### src/rtl/frc_pkg.sv
package frc_pkg;
  localparam int LVL_W = 3;
  localparam int NCH   = 3;
  localparam int CYCLE = (1 << LVL_W) - 1;
  localparam int DATA_W = LVL_W * NCH;

  // Residue modulo 7: since 8 = 1 (mod 7), summing 3-bit digits keeps the residue.
  function automatic logic [2:0] mod7(input logic [31:0] v);
    logic [31:0] a;
    a = v;
    for (int i = 0; i < 11; i++) begin
      a = (a >> 3) + (a & 32'd7);
    end
    return (a >= 32'd7) ? 3'(a - 32'd7) : a[2:0];
  endfunction

  // Phase within the 7-frame cycle for one channel.
  function automatic logic [2:0] chan_phase(input logic [2:0] pos_ph,
                                            input logic [2:0] frame,
                                            input logic [2:0] off);
    return mod7(32'(pos_ph) + 32'(frame) + 32'(off));
  endfunction

  // Lit when the phase falls within the first 'level' slots of the cycle.
  function automatic logic lit_at(input logic [2:0] level, input logic [2:0] phase);
    return phase < level;
  endfunction
endpackage

### src/rtl/frc_frame_ctr.sv
module frc_frame_ctr
  import frc_pkg::*;
(
  input  logic       clk,
  input  logic       rst_n,
  input  logic       frame_start,
  output logic [2:0] frame_idx
);
  localparam logic [2:0] LAST = 3'(CYCLE - 1);

  logic at_last;
  assign at_last = (frame_idx == LAST);

  always_ff @(posedge clk) begin
    if (!rst_n) begin
      frame_idx <= '0;
    end else if (frame_start) begin
      frame_idx <= at_last ? 3'd0 : frame_idx + 3'd1;
    end
  end

  AST_FRAME_RANGE: assert property (@(posedge clk) disable iff (!rst_n)
    frame_idx <= LAST);
  AST_FRAME_WRAP: assert property (@(posedge clk) disable iff (!rst_n)
    (frame_start && frame_idx == LAST) |=> (frame_idx == 3'd0));
  AST_FRAME_HOLD: assert property (@(posedge clk) disable iff (!rst_n)
    !frame_start |=> $stable(frame_idx));
endmodule

### src/rtl/frc_pos_phase.sv
module frc_pos_phase
  import frc_pkg::*;
#(
  parameter int X_W = 11,
  parameter int Y_W = 10
) (
  input  logic [X_W-1:0] pix_x,
  input  logic [Y_W-1:0] pix_y,
  output logic [2:0]     pos_ph
);
  localparam int WIDE  = (X_W > Y_W + 2) ? X_W : Y_W + 2;
  localparam int POS_W = WIDE + 1;

  logic [POS_W-1:0] xe, ye, pos_sum;

  assign xe      = POS_W'(pix_x);
  assign ye      = POS_W'(pix_y);
  assign pos_sum = xe + (ye << 1) + ye;
  assign pos_ph  = mod7(32'(pos_sum));
endmodule

### src/rtl/frc_chan_cell.sv
module frc_chan_cell
  import frc_pkg::*;
(
  input  logic [2:0] level,
  input  logic [2:0] pos_ph,
  input  logic [2:0] frame_idx,
  input  logic [2:0] ch_off,
  output logic       lit
);
  logic [2:0] phase;

  assign phase = chan_phase(pos_ph, frame_idx, ch_off);
  assign lit   = lit_at(level, phase);

  always_comb begin
    AST_LEVEL_EXTREMES: assert (!((level == 3'd0 && lit) || (level == 3'd7 && !lit)));
  end
endmodule

### src/rtl/frc_dither_top.sv
module frc_dither_top
  import frc_pkg::*;
#(
  parameter int         X_W        = 11,
  parameter int         Y_W        = 10,
  parameter logic [8:0] CH_OFFSETS = {3'd0, 3'd2, 3'd4}
) (
  input  logic           clk,
  input  logic           rst_n,
  input  logic           frame_start,
  input  logic           color_mode,
  input  logic           pix_valid,
  input  logic [X_W-1:0] pix_x,
  input  logic [Y_W-1:0] pix_y,
  input  logic [8:0]     pix_data,
  output logic           out_valid,
  output logic [2:0]     out_bits
);
  logic [2:0]     frame_idx;
  logic [2:0]     pos_ph;
  logic [NCH-1:0] lit_v;
  logic [2:0]     next_bits;

  frc_frame_ctr u_frame (
    .clk        (clk),
    .rst_n      (rst_n),
    .frame_start(frame_start),
    .frame_idx  (frame_idx)
  );

  frc_pos_phase #(.X_W(X_W), .Y_W(Y_W)) u_pos (
    .pix_x (pix_x),
    .pix_y (pix_y),
    .pos_ph(pos_ph)
  );

  for (genvar g = 0; g < NCH; g++) begin : gen_ch
    logic [2:0] ch_off;
    if (g == 0) begin : gen_shared
      // Channel 0 doubles as the gray channel, which runs at zero offset.
      assign ch_off = color_mode ? CH_OFFSETS[2:0] : 3'd0;
    end else begin : gen_fixed
      assign ch_off = CH_OFFSETS[3*g +: 3];
    end
    frc_chan_cell u_cell (
      .level    (pix_data[LVL_W*g +: LVL_W]),
      .pos_ph   (pos_ph),
      .frame_idx(frame_idx),
      .ch_off   (ch_off),
      .lit      (lit_v[g])
    );
  end

  always_comb begin
    next_bits = '0;
    if (color_mode) next_bits = lit_v;
    else            next_bits[0] = lit_v[0];
  end

  always_ff @(posedge clk) begin
    if (!rst_n) begin
      out_valid <= 1'b0;
      out_bits  <= '0;
    end else begin
      out_valid <= pix_valid;
      out_bits  <= pix_valid ? next_bits : 3'd0;
    end
  end

  AST_VALID_FOLLOW: assert property (@(posedge clk) disable iff (!rst_n)
    pix_valid |=> out_valid);
  AST_VALID_DROP: assert property (@(posedge clk) disable iff (!rst_n)
    !pix_valid |=> (!out_valid && out_bits == 3'd0));
  AST_GRAY_ZERO_OFF: assert property (@(posedge clk) disable iff (!rst_n)
    (pix_valid && !color_mode && pix_data[2:0] == 3'd0) |=> !out_bits[0]);
  AST_GRAY_FULL_ON: assert property (@(posedge clk) disable iff (!rst_n)
    (pix_valid && !color_mode && pix_data[2:0] == 3'd7) |=> out_bits[0]);
  AST_RED_FULL_ON: assert property (@(posedge clk) disable iff (!rst_n)
    (pix_valid && color_mode && pix_data[8:6] == 3'd7) |=> out_bits[2]);
  AST_MONO_UPPER: assert property (@(posedge clk) disable iff (!rst_n)
    (pix_valid && !color_mode) |=> (out_bits[2:1] == 2'b00));
  AST_POS_RANGE: assert property (@(posedge clk) disable iff (!rst_n)
    pos_ph < 3'd7);
endmodule

### config.mk
export PLATFORM = sky130hd
export DESIGN_NAME = frc_dither_top
export DESIGN_NICKNAME = d
export VERILOG_FILES = /design/src/rtl/frc_pkg.sv /design/src/rtl/frc_frame_ctr.sv /design/src/rtl/frc_pos_phase.sv /design/src/rtl/frc_chan_cell.sv /design/src/rtl/frc_dither_top.sv
export SDC_FILE = /design/constraint.sdc
export NUM_CORES = 1
export LEC_CHECK = 0
export BUFFER_PORTS_ARGS = -buffer_cell sky130_fd_sc_hd__buf_2
export CAP_MARGIN = 40
export CORE_ASPECT_RATIO = 0.8
export CORE_UTILIZATION = 40
export CTS_CLUSTER_DIAMETER = 80
export DETAILED_ROUTE_END_ITERATION = 7
export PLACE_DENSITY_LB_ADDON = 0.3
export RECOVER_POWER = 50
export SYNTH_ARGS = -nofsm -noshare
export SYNTH_HDL_FRONTEND = slang
export SYNTH_HIERARCHICAL = 1
export SYNTH_SLANG_ARGS = --single-unit
### constraint.sdc
create_clock -name clk -period 23.5 [get_ports clk]
set_clock_uncertainty 0.2 [all_clocks]
set_input_delay 4.7 -clock clk [delete_from_list [all_inputs] [get_ports clk]]
set_output_delay 4.7 -clock clk [all_outputs]
set_load 0.02 [all_outputs]
**Word-level counts from Yosys, hierarchy flattened**

Cells that the tools add are included.

- Word-level logic and storage cells: 74
- Memories kept: 0
- Register bits: 7
- Output and inout bits: 4
- Memory bits (read-only): 0
- Input port bits: 35
- Latch bits: 0
- Memory bits (writable): 0

- Equal/unequal tests: 1
- Multiply operators: 0
- $add $sub $neg: 54
- Shifts and indexed selects: 0
- Order comparisons: 7
- Div/mod/pow operators: 0
- Bitwise logic cells: 0
- Reductions and logical operators: 2
- Muxes and demuxes: 6

Operator list:

| kind | number |
|---|---|
| 29-bit by 3-bit adder with 30-bit output | 27 |
| 27-bit by 3-bit adder with 28-bit output | 11 |
| 25-bit by 3-bit adder with 26-bit output | 5 |
| 28-bit by 3-bit >= comparator with 1-bit output, second input constant | 3 |
| 32-bit by 2-bit adder with 32-bit output, second input constant | 1 |
| 32-bit by 3-bit adder with 32-bit output | 1 |
| 26-bit by 3-bit >= comparator with 1-bit output, second input constant | 1 |
| 3-bit two-way mux | 6 |
| 13-bit by 10-bit adder with 13-bit output | 1 |
| 11-bit by 11-bit adder with 12-bit output | 1 |
| 3-bit subtractor, second input constant | 4 |
| 10-bit by 3-bit adder with 11-bit output | 1 |
| 3-bit less-than comparator | 3 |
| 3-bit by 3-bit adder with 4-bit output | 1 |
| 3-bit by 1-bit adder with 3-bit output, second input constant | 1 |
| 3-bit == test, second input constant | 1 |
| 3-bit AND reduction | 1 |
| 2-bit AND reduction | 1 |

**Depth between registers and ports, before layout**

Gate-level depths: netlist of run 1.

- Depth after elaboration: 31
- Mapped depth: 92
- Depth with buffers taken out: 92

**Modules after synthesis**

The synthesis of run 1 kept the hierarchy.

By module, submodules not included:

| module | area an instance (um2) | sequential area each (um2) | cells an instance | instances |
|---|---|---|---|---|
| frc_chan_cell | 864.6 | 0.0 | 90 | 3 |
| frc_pos_phase | 1751.7 | 0.0 | 196 | 1 |
| frc_frame_ctr | 125.1 | 60.1 | 14 | 1 |
| frc_dither_top | 120.1 | 80.1 | 10 | 1 |

**Worst setup path before layout of run 1**

Ideal clock, no wire load.

- Path kind: input to register
- From: input pix_x[1]
- To: register out_bits[1]
- Setup time: 61 ps
- Buffers on the path: 0
- Arrival: 21211 ps
- Setup slack: 2028 ps
- Cell stages on the path: 84
- Required time: 23239 ps
- Cells stage by stage: fa_1 > ha_1 > inv_1 > fa_1 > xnor2_1 > ha_1 > inv_1 > fa_1 > inv_1 > a21oi_1 > a31oi_1 > xor2_1 > ha_1 > a21o_1 > a21oi_1 > nand2_1 > a22o_1 > a21oi_1 > [48 not listed] > xor2_1 > and3_1 > ha_1 > ha_1 > xnor3_1 > xnor2_1 > and3_1 > ha_1 > ha_1 > ha_1 > a22oi_1 > mux2i_2 > mux2_1 > ha_1 > a21oi_1 > nand3b_1 > o211ai_1 > and4_1

- Cells in the longest elaborated chain, start to end: 31
- Elaborated cells between the ends (all ways): 33
- Those cells by class: add/sub: 28; order compare: 3; mux: 2

RTL lines:

| what | line | text |
|---|---|---|
| start, declared | frc_dither_top.sv:13 | `input logic [X_W-1:0] pix_x,` |
| 11-bit by 11-bit adder with 12-bit output (*) | frc_pos_phase.sv:18 | `assign pos_sum = xe + (ye << 1) + ye;` |
| 13-bit by 10-bit adder with 13-bit output (*) | frc_pos_phase.sv:18 |  |
| 10-bit by 3-bit adder with 11-bit output (*) | frc_pkg.sv:12 | `a = (a >> 3) + (a & 32'd7);` |
| 29-bit by 3-bit adder with 30-bit output (*) (3 in a row) | frc_pkg.sv:12 |  |
| 27-bit by 3-bit adder with 28-bit output (*) | frc_pkg.sv:12 |  |
| 25-bit by 3-bit adder with 26-bit output (*) | frc_pkg.sv:12 |  |
| 29-bit by 3-bit adder with 30-bit output (*) (3 in a row) | frc_pkg.sv:12 |  |
| 27-bit by 3-bit adder with 28-bit output (*) | frc_pkg.sv:12 |  |
| [3 not listed] | -- |  |
| via pos_ph[1] | frc_dither_top.sv:20 | `logic [2:0] pos_ph;` |
| [9 not listed] | -- |  |
| 27-bit by 3-bit adder with 28-bit output (*) | frc_pkg.sv:12 |  |
| 25-bit by 3-bit adder with 26-bit output (*) | frc_pkg.sv:12 |  |
| 29-bit by 3-bit adder with 30-bit output (*) | frc_pkg.sv:12 |  |
| 27-bit by 3-bit adder with 28-bit output (*) | frc_pkg.sv:12 |  |
| 28-bit by 3-bit >= comparator with 1-bit output / 3-bit subtractor (equally long branches) | frc_pkg.sv:14 | `return (a >= 32'd7) ? 3'(a - 32'd7) : a[2:0];` |
| 3-bit two-way mux (*) | frc_pkg.sv:14 |  |
| 3-bit less-than comparator (*) | frc_pkg.sv:26 | `return phase < level;` |
| via lit_v[1] | frc_dither_top.sv:21 | `logic [NCH-1:0] lit_v;` |
| end signal, assigned | frc_dither_top.sv:66 | `out_bits <= pix_valid ? next_bits : 3'd0;` |
| end, declared | frc_dither_top.sv:17 | `output logic [2:0] out_bits` |

Mark *: on every way through the listed nets, which the timed path passes. The rest lies on a longest branch.
A chain may end at the register's enable or synchronous reset.

**Worst setup path in the final report of run 1**

- From: input pix_x[1]
- To: register out_bits[2]

- Cells in the longest elaborated chain, start to end: 30
- Elaborated cells between the ends (all ways): 32
- Those cells by class: add/sub: 27; order compare: 3; mux: 2

RTL lines:

| what | line |
|---|---|
| 11-bit by 11-bit adder with 12-bit output (*) | frc_pos_phase.sv:18 |
| 13-bit by 10-bit adder with 13-bit output (*) | frc_pos_phase.sv:18 |
| 10-bit by 3-bit adder with 11-bit output (*) | frc_pkg.sv:12 |
| 29-bit by 3-bit adder with 30-bit output (*) (3 in a row) | frc_pkg.sv:12 |
| 27-bit by 3-bit adder with 28-bit output (*) | frc_pkg.sv:12 |
| 25-bit by 3-bit adder with 26-bit output (*) | frc_pkg.sv:12 |
| 29-bit by 3-bit adder with 30-bit output (*) (3 in a row) | frc_pkg.sv:12 |
| 27-bit by 3-bit adder with 28-bit output (*) | frc_pkg.sv:12 |
| [3 not listed] | -- |
| via pos_ph[1] | frc_dither_top.sv:20 |
| [8 not listed] | -- |
| 27-bit by 3-bit adder with 28-bit output (*) | frc_pkg.sv:12 |
| 25-bit by 3-bit adder with 26-bit output (*) | frc_pkg.sv:12 |
| 29-bit by 3-bit adder with 30-bit output (*) | frc_pkg.sv:12 |
| 27-bit by 3-bit adder with 28-bit output (*) | frc_pkg.sv:12 |
| 28-bit by 3-bit >= comparator with 1-bit output / 3-bit subtractor (equally long branches) | frc_pkg.sv:14 |
| 3-bit two-way mux (*) | frc_pkg.sv:14 |
| 3-bit less-than comparator (*) | frc_pkg.sv:26 |
| via lit_v[2] | frc_dither_top.sv:21 |

Marked as above.

==> results of run 1 <==
[layer usage]
| metal | GRT usage [%] | up-vias | part of all wire, % |
|---|---|---|---|
| met5 | 0 | - | 0 |
| met2 | 25.2 | 31 | 49 |
| met1 | 19.2 | 1648 | 48 |
| met4 | 2.28 | 0 | 0.62 |
| met3 | 0.876 | 5 | 1.9 |
| li1 | - | 1840 | - |
[path summary, 6_finish.rpt]
kind / from / endpoint / slack, ps / depth (start not counted)
setup / recovery: pix_x[1] / out_bits[2]$_SDFF_PN0_ / 1090 / 84
hold / removal: u_frame/frame_idx[1]$_SDFFE_PN0P_ / u_frame/frame_idx[2]$_SDFFE_PN0P_ / 470 / 3
setup reg to reg: u_frame/frame_idx[1]$_SDFFE_PN0P_ / out_bits[2]$_SDFF_PN0_ / 14380 / 41
hold reg to reg: u_frame/frame_idx[1]$_SDFFE_PN0P_ / u_frame/frame_idx[2]$_SDFFE_PN0P_ / 470 / 3
[cell type report]
class,instances,area share [%]
Clock buffer,4,1.50
Inverter,57,4.07
Multi-Input combinational cell,434,83.8
Sequential cell,7,2.66
Tap cell,144,3.42
Timing Repair Buffer,45,4.54
[flip-flops by register name (all words and copies together), names as in the netlist]
signal             flops
u_frame/frame_idx      3
out_valid              1
out_bits               3
[cells by family (layout without fill, tap and decap cells)]
family	Yosys count	count (layout)	synth area share [%]
AOI/OAI and AO/OA	73	73	10.6
xor gates and xnor gates	69	69	18.5
adders and majority gates	150	150	45.8
buffers and inverters	57	106	4.66
DFF	7	7	3.05
muxes	9	9	2.32
other	3	11	0.245
and+or+nand+nor	122	122	14.9
[through the flow]
step / instance area (µm²) / setup slack [ps] / hold slack [ps] / utilization, % / cells
after floorplan: 4620 / 2030 / 373 / - / 498
after global placement: 4990 / 1110 / 435 / 45.3 / 680
after detailed placement: 4990 / 629 / 451 / 45.3 / 680
after CTS: 5070 / 853 / 459 / 46.0 / 684
after global routing: 5260 / -98.9 / 533 / 47.8 / 691
final: 5260 / 1090 / 470 / 47.8 / 691
[synthesized netlist by cell type (all sizes together), types with 2 or more instances]
cell,number
conb,3
and2,4
nor4,2
a41oi,2
xor3,3
o21ai,10
nand3,4
dfxtp,7
a21o,12
a21boi,2
xor2,25
nand3b,5
o211ai,5
nor3,3
fa,30
nor2b,4
o21a,5
a22oi,3
xnor3,7
and4,2
mux2i,5
and4b,4
and3,25
mux2,4
nand2,30
xnor2,34
nor3b,3
nor2,21
inv,57
nand4,9
ha,120
a31oi,4
a21oi,20
[timing repair]
item | in CTS | in global routing
hold endpoints to repair | 0 | 0
setup endpoints to repair | 0 | 3
resized for setup | 0 | 21
setup buffers | 0 | 7
[critical path: cells and delay by family]
kind	cells	cell delay [ps]
compound gates	12	2040
xor+xnor	13	2750
fa+ha+maj	33	8910
buf+inv	8	670
mux	4	1060
simple gates	14	2210
==> out/metrics.cfg, run 1 <==
[status]
status = finished, final reports clean

[setup_path]
path_class = in -> reg
worst_ep_required_time_ps = 23480
crit_path_end_kind = register
critPathArrivalTime_ps = 22380
cp_slowest_cell = fa_1
critical_path_peak_fanout = 5
critPathMaxStageDelay_ps = 530
worst_path_most_repeated_cell = ha_1
start_kind = primary input

[synth]
ys_async_sr_fraction_pct = 0
yosys.area.top_type = ha_1
yosys.area.top_type_share_pct = 32.7
yosysUniqueCellTypes = 58
synth_edf_count = 0
syn_avg_cell_area_um2 = 9.37
ys_seq_elements = 7
ys_warn_count = 6
synth_ff_type = dfxtp_1
postSynthCellCount = 490
yosysSeqAreaShare_pct = 3.05
synth_area_leaders = ha_1 (33%), fa_1 (13%), xnor2_1 (6.1%)
synth_area_um2 = 4590

[detailed_routing]
drtIter0Drc = 105
vias = 3524
ant_nets = 0
drt_pass1_iterations = 5
drt-wirelength-per-cell_um = 11.7
drc = 0
viasPerCell = 5.10
finalWirelength_mm = 8.10

[clock_network]
cts_sinks = 7
cts_root_buffer = clkbuf_16
htree_levels = 1
clk_latency_ps = 230
cts_buffers = 3
cts_tree = done
clock_path_buffers = 2
hold_buffers = 0
clkTransAtPathRegs_ps = 40

[grt]
grt_overflow = 0
grt_start_max_net_pins = 9
grt_pass1_vias = 3503
antenna_found_initial = 0
grt_pass1_wl_mm = 14.5
grtUsageTotal_pct = 14.2

[placement]
place_congestion = 0.786
port_buffers = 38
dp_hpwl_mm = 7.09

[finish]
multi_input_area_um2 = 4410
synthToLayoutAreaGrowth_pct = 14.6
layout_common_cells = ha_1 (118), inv_1 (57), buf_2 (35)
n_antenna_cell = 0
final_common_cell = ha_1
fin_nets = 733
layout-drive-gt1-share_pct = 17.2
regArea_um2 = 140
fill_cells = 1025

[die]
die_y_um = 97.8
io_pins = 39
die_w_um = 122
die-area_um2 = 11900
coreArea_um2 = 11000
initial_core_util_pct = 41.7
rows = 34

[hold_path]
hold_path_class = reg -> reg

[job]
cap_violations = 0

[sta]
drv_slew = 0
fin_crit_ps = 22410
period_share_pct = 95.3
fmax_ghz = 0.0446
setup_viol = 0
tns_ps = 0
final_hold_viol_count = 0
worstMarginPinSlew_ps = 876
max-slew-margin-rel_pct = 41.4

Power of run 1 is not shown: default switching activity piles up to over one toggle a cycle in this logic, so the estimate is an artifact.
==> run 2, diff against run 1 <==
--- a/config.mk
+++ b/config.mk
@@ -9,8 +9,10 @@
 export CAP_MARGIN = 40
 export CORE_ASPECT_RATIO = 0.8
 export CORE_UTILIZATION = 40
+export CTS_BUF_LIST = sky130_fd_sc_hd__clkbuf_16
 export CTS_CLUSTER_DIAMETER = 80
 export DETAILED_ROUTE_END_ITERATION = 7
+export GPL_TIMING_DRIVEN = 0
 export PLACE_DENSITY_LB_ADDON = 0.3
 export RECOVER_POWER = 50
 export SYNTH_ARGS = -nofsm -noshare
==> constraint.sdc (replaced) <==
create_clock -name clk -period 23.5 [get_ports clk]
set_clock_uncertainty 0.2 [all_clocks]
set_input_delay 1.175 -clock clk [delete_from_list [all_inputs] [get_ports clk]]
set_output_delay 1.175 -clock clk [all_outputs]
set_load 0.02 [all_outputs]
==> run 2 against run 1 <==
  * Worst hold slack better by 15 ps
  * Utilization down 1.7 points
  * Count of clock-buffer cells in the layout down 1
  * Fmax up 17%
  * Critical path type unchanged
  * Largest cell class unchanged
  * Highest routed layer unchanged
==> out/metrics.cfg, run 2 (synthesized netlist as in run 1, its figures left out) <==
[status]
status = finished, final reports clean  ; unchanged

[setup_path]
worst_path_most_repeated_cell = ha_1  ; unchanged
reg2reg_depth = 40  ; was 41
critPathMaxStageDelay_ps = 540  ; was 530 ps
cp_slowest_cell = fa_1  ; unchanged
regToRegStartpoint = u_frame/frame_idx[1]$_SDFFE_PN0P_  ; unchanged
crit_path_end_kind = register  ; unchanged
r2r_slack_ps = 14340  ; was 14380 ps
worst_ep_required_time_ps = 23480  ; about the same
critPathArrivalTime_ps = 19090  ; was 22380 ps
start_kind = primary input  ; unchanged
critical_path_peak_fanout = 5  ; unchanged
path_class = in -> reg  ; unchanged
r2r-end = out_bits[1]$_SDFF_PN0_  ; was out_bits[2]$_SDFF_PN0_

[hold_path]
hold_path_class = reg -> reg  ; unchanged
holdPathEnd = u_frame/frame_idx[0]$_SDFFE_PN0P_  ; was u_frame/frame_idx[2]$_SDFFE_PN0P_
hold-path-cell-count = 2  ; was 3
hp-start = u_frame/frame_idx[0]$_SDFFE_PN0P_  ; was u_frame/frame_idx[1]$_SDFFE_PN0P_

[sta]
tns_ps = 0  ; unchanged
setup_viol = 0  ; unchanged
period_share_pct = 81.4  ; was 95.3%
max-slew-margin-rel_pct = 64.9  ; was 41.4%
drv_slew = 0  ; unchanged
worstMarginPinSlew_ps = 523  ; was 876 ps
fmax_ghz = 0.0523  ; was 0.0446 GHz
fin_crit_ps = 19120  ; was 22410 ps
rsz0062_at_grt = false
final_hold_viol_count = 0  ; unchanged

[job]
cap_violations = 0  ; unchanged

[finish]
largestRegisters = out_bits: 3 flops, u_frame/frame_idx: 3 flops, out_valid: 1 flops  ; unchanged
final_common_cell = ha_1  ; unchanged
layout-drive-gt1-share_pct = 12.8  ; was 17.2%
n_antenna_cell = 0  ; unchanged
layout_common_cells = ha_1 (120), inv_1 (58), buf_2 (36)  ; was ha_1 (118), inv_1 (57), buf_2 (35)
fin_nets = 727  ; was 733
multi_input_area_um2 = 4270  ; was 4410 µm²
regArea_um2 = 140  ; unchanged
fill_cells = 1054  ; was 1025
synthToLayoutAreaGrowth_pct = 10.5  ; was 14.6%

[clock_network]
post_cts_resized = 0  ; unchanged
clock_path_buffers = 2  ; unchanged
hold_buffers = 0  ; unchanged
clkTransAtPathRegs_ps = 40  ; about the same
cts_buffers = 3  ; unchanged
post_cts_buffers = 0  ; unchanged
htree_levels = 1  ; unchanged
cts_sinks = 7  ; unchanged
clk_latency_ps = 230  ; about the same
cts_root_buffer = clkbuf_16  ; unchanged
cts_tree = done  ; unchanged

[die]
die-area_um2 = 11900  ; unchanged
coreArea_um2 = 11000  ; unchanged
initial_core_util_pct = 41.7  ; unchanged
io_pins = 39  ; unchanged
die_y_um = 97.8  ; unchanged
die_w_um = 122  ; unchanged
rows = 34  ; unchanged

[detailed_routing]
viasPerCell = 5.12  ; was 5.10
ant_nets = 0  ; unchanged
drc = 0  ; unchanged
finalWirelength_mm = 7.71  ; was 8.10 mm
drt-wirelength-per-cell_um = 11.3  ; was 11.7 µm
drt_pass1_iterations = 4  ; was 5
drtIter0Drc = 80  ; was 105
vias = 3509  ; was 3524

[grt]
antenna_found_initial = 0  ; unchanged
grt_pass1_vias = 3454  ; was 3503
grt_overflow = 0  ; unchanged
grt_start_max_net_pins = 9  ; unchanged
grt_pass1_wl_mm = 14.2  ; was 14.5 mm
grtUsageTotal_pct = 13.7  ; was 14.2%

[placement]
place_congestion = 0.774  ; was 0.786
port_buffers = 38  ; unchanged
dp_hpwl_mm = 6.91  ; was 7.09 mm

## run 2: changes by cell type in the layout (fill, tap and decap cells not counted), sizes merged
cell,previous run,this run
inv,57,58
clkbuf,7,6
buf,42,36
## run 2: layout make-up
class                   count  area share (%)
clock inverters             1          0.0740
clock buffers               3            1.48
repair buffers             39            3.77
well taps                 144            3.55
inverters                  57            4.22
multi-input cells         434            84.1
flip-flops and latches      7            2.76
## run 2: metrics by stage
step	utilization, %	instances	worst slack, ps	hold WS, ps	instance area, µm²
4_1_cts	46.1	685	4190	485	5070
5_1_grt	46.0	685	2970	536	5070
6_report	46.0	685	4380	486	5070
3_3_place_gp	45.3	680	4470	429	4990
2_1_floorplan	-	498	5550	373	4620
3_5_place_dp	45.3	681	4020	465	5000
## run 2: worst max path at each step
stage	startpoint	endpoint	slack (ps)
after CTS	pix_x[1]	out_bits[1]$_SDFF_PN0_	4190
final	pix_x[1]	out_bits[1]$_SDFF_PN0_	4380
after floorplan	pix_x[1]	out_bits[1]$_SDFF_PN0_	5550
after detailed placement	pix_x[1]	out_bits[1]$_SDFF_PN0_	4020
after global routing	pix_x[1]	out_bits[1]$_SDFF_PN0_	2970
after global placement	pix_x[1]	out_bits[1]$_SDFF_PN0_	4470
## run 2: critical path, delay by kind of cell
family	cells	cell delay (ps)
fa+ha+maj	34	8950
xor+xnor	12	2920
simple gates	13	2120
compound gates	12	2090
mux	4	1230
buf+inv	9	620
## run 2: per-layer routing
layer / up-vias / GRT usage [%] / wire [µm] / share of wire [%]
li1: 1832 / - / - / -
met1: 1631 / 18.6 / 3940 / 51
met2: 41 / 24.6 / 3630 / 47
met3: 5 / 0.350 / 103 / 1.3
met4: 0 / 1.99 / 39 / 0.51
met5: - / 0 / 0 / 0
Power of run 2 is left out for the same reason.
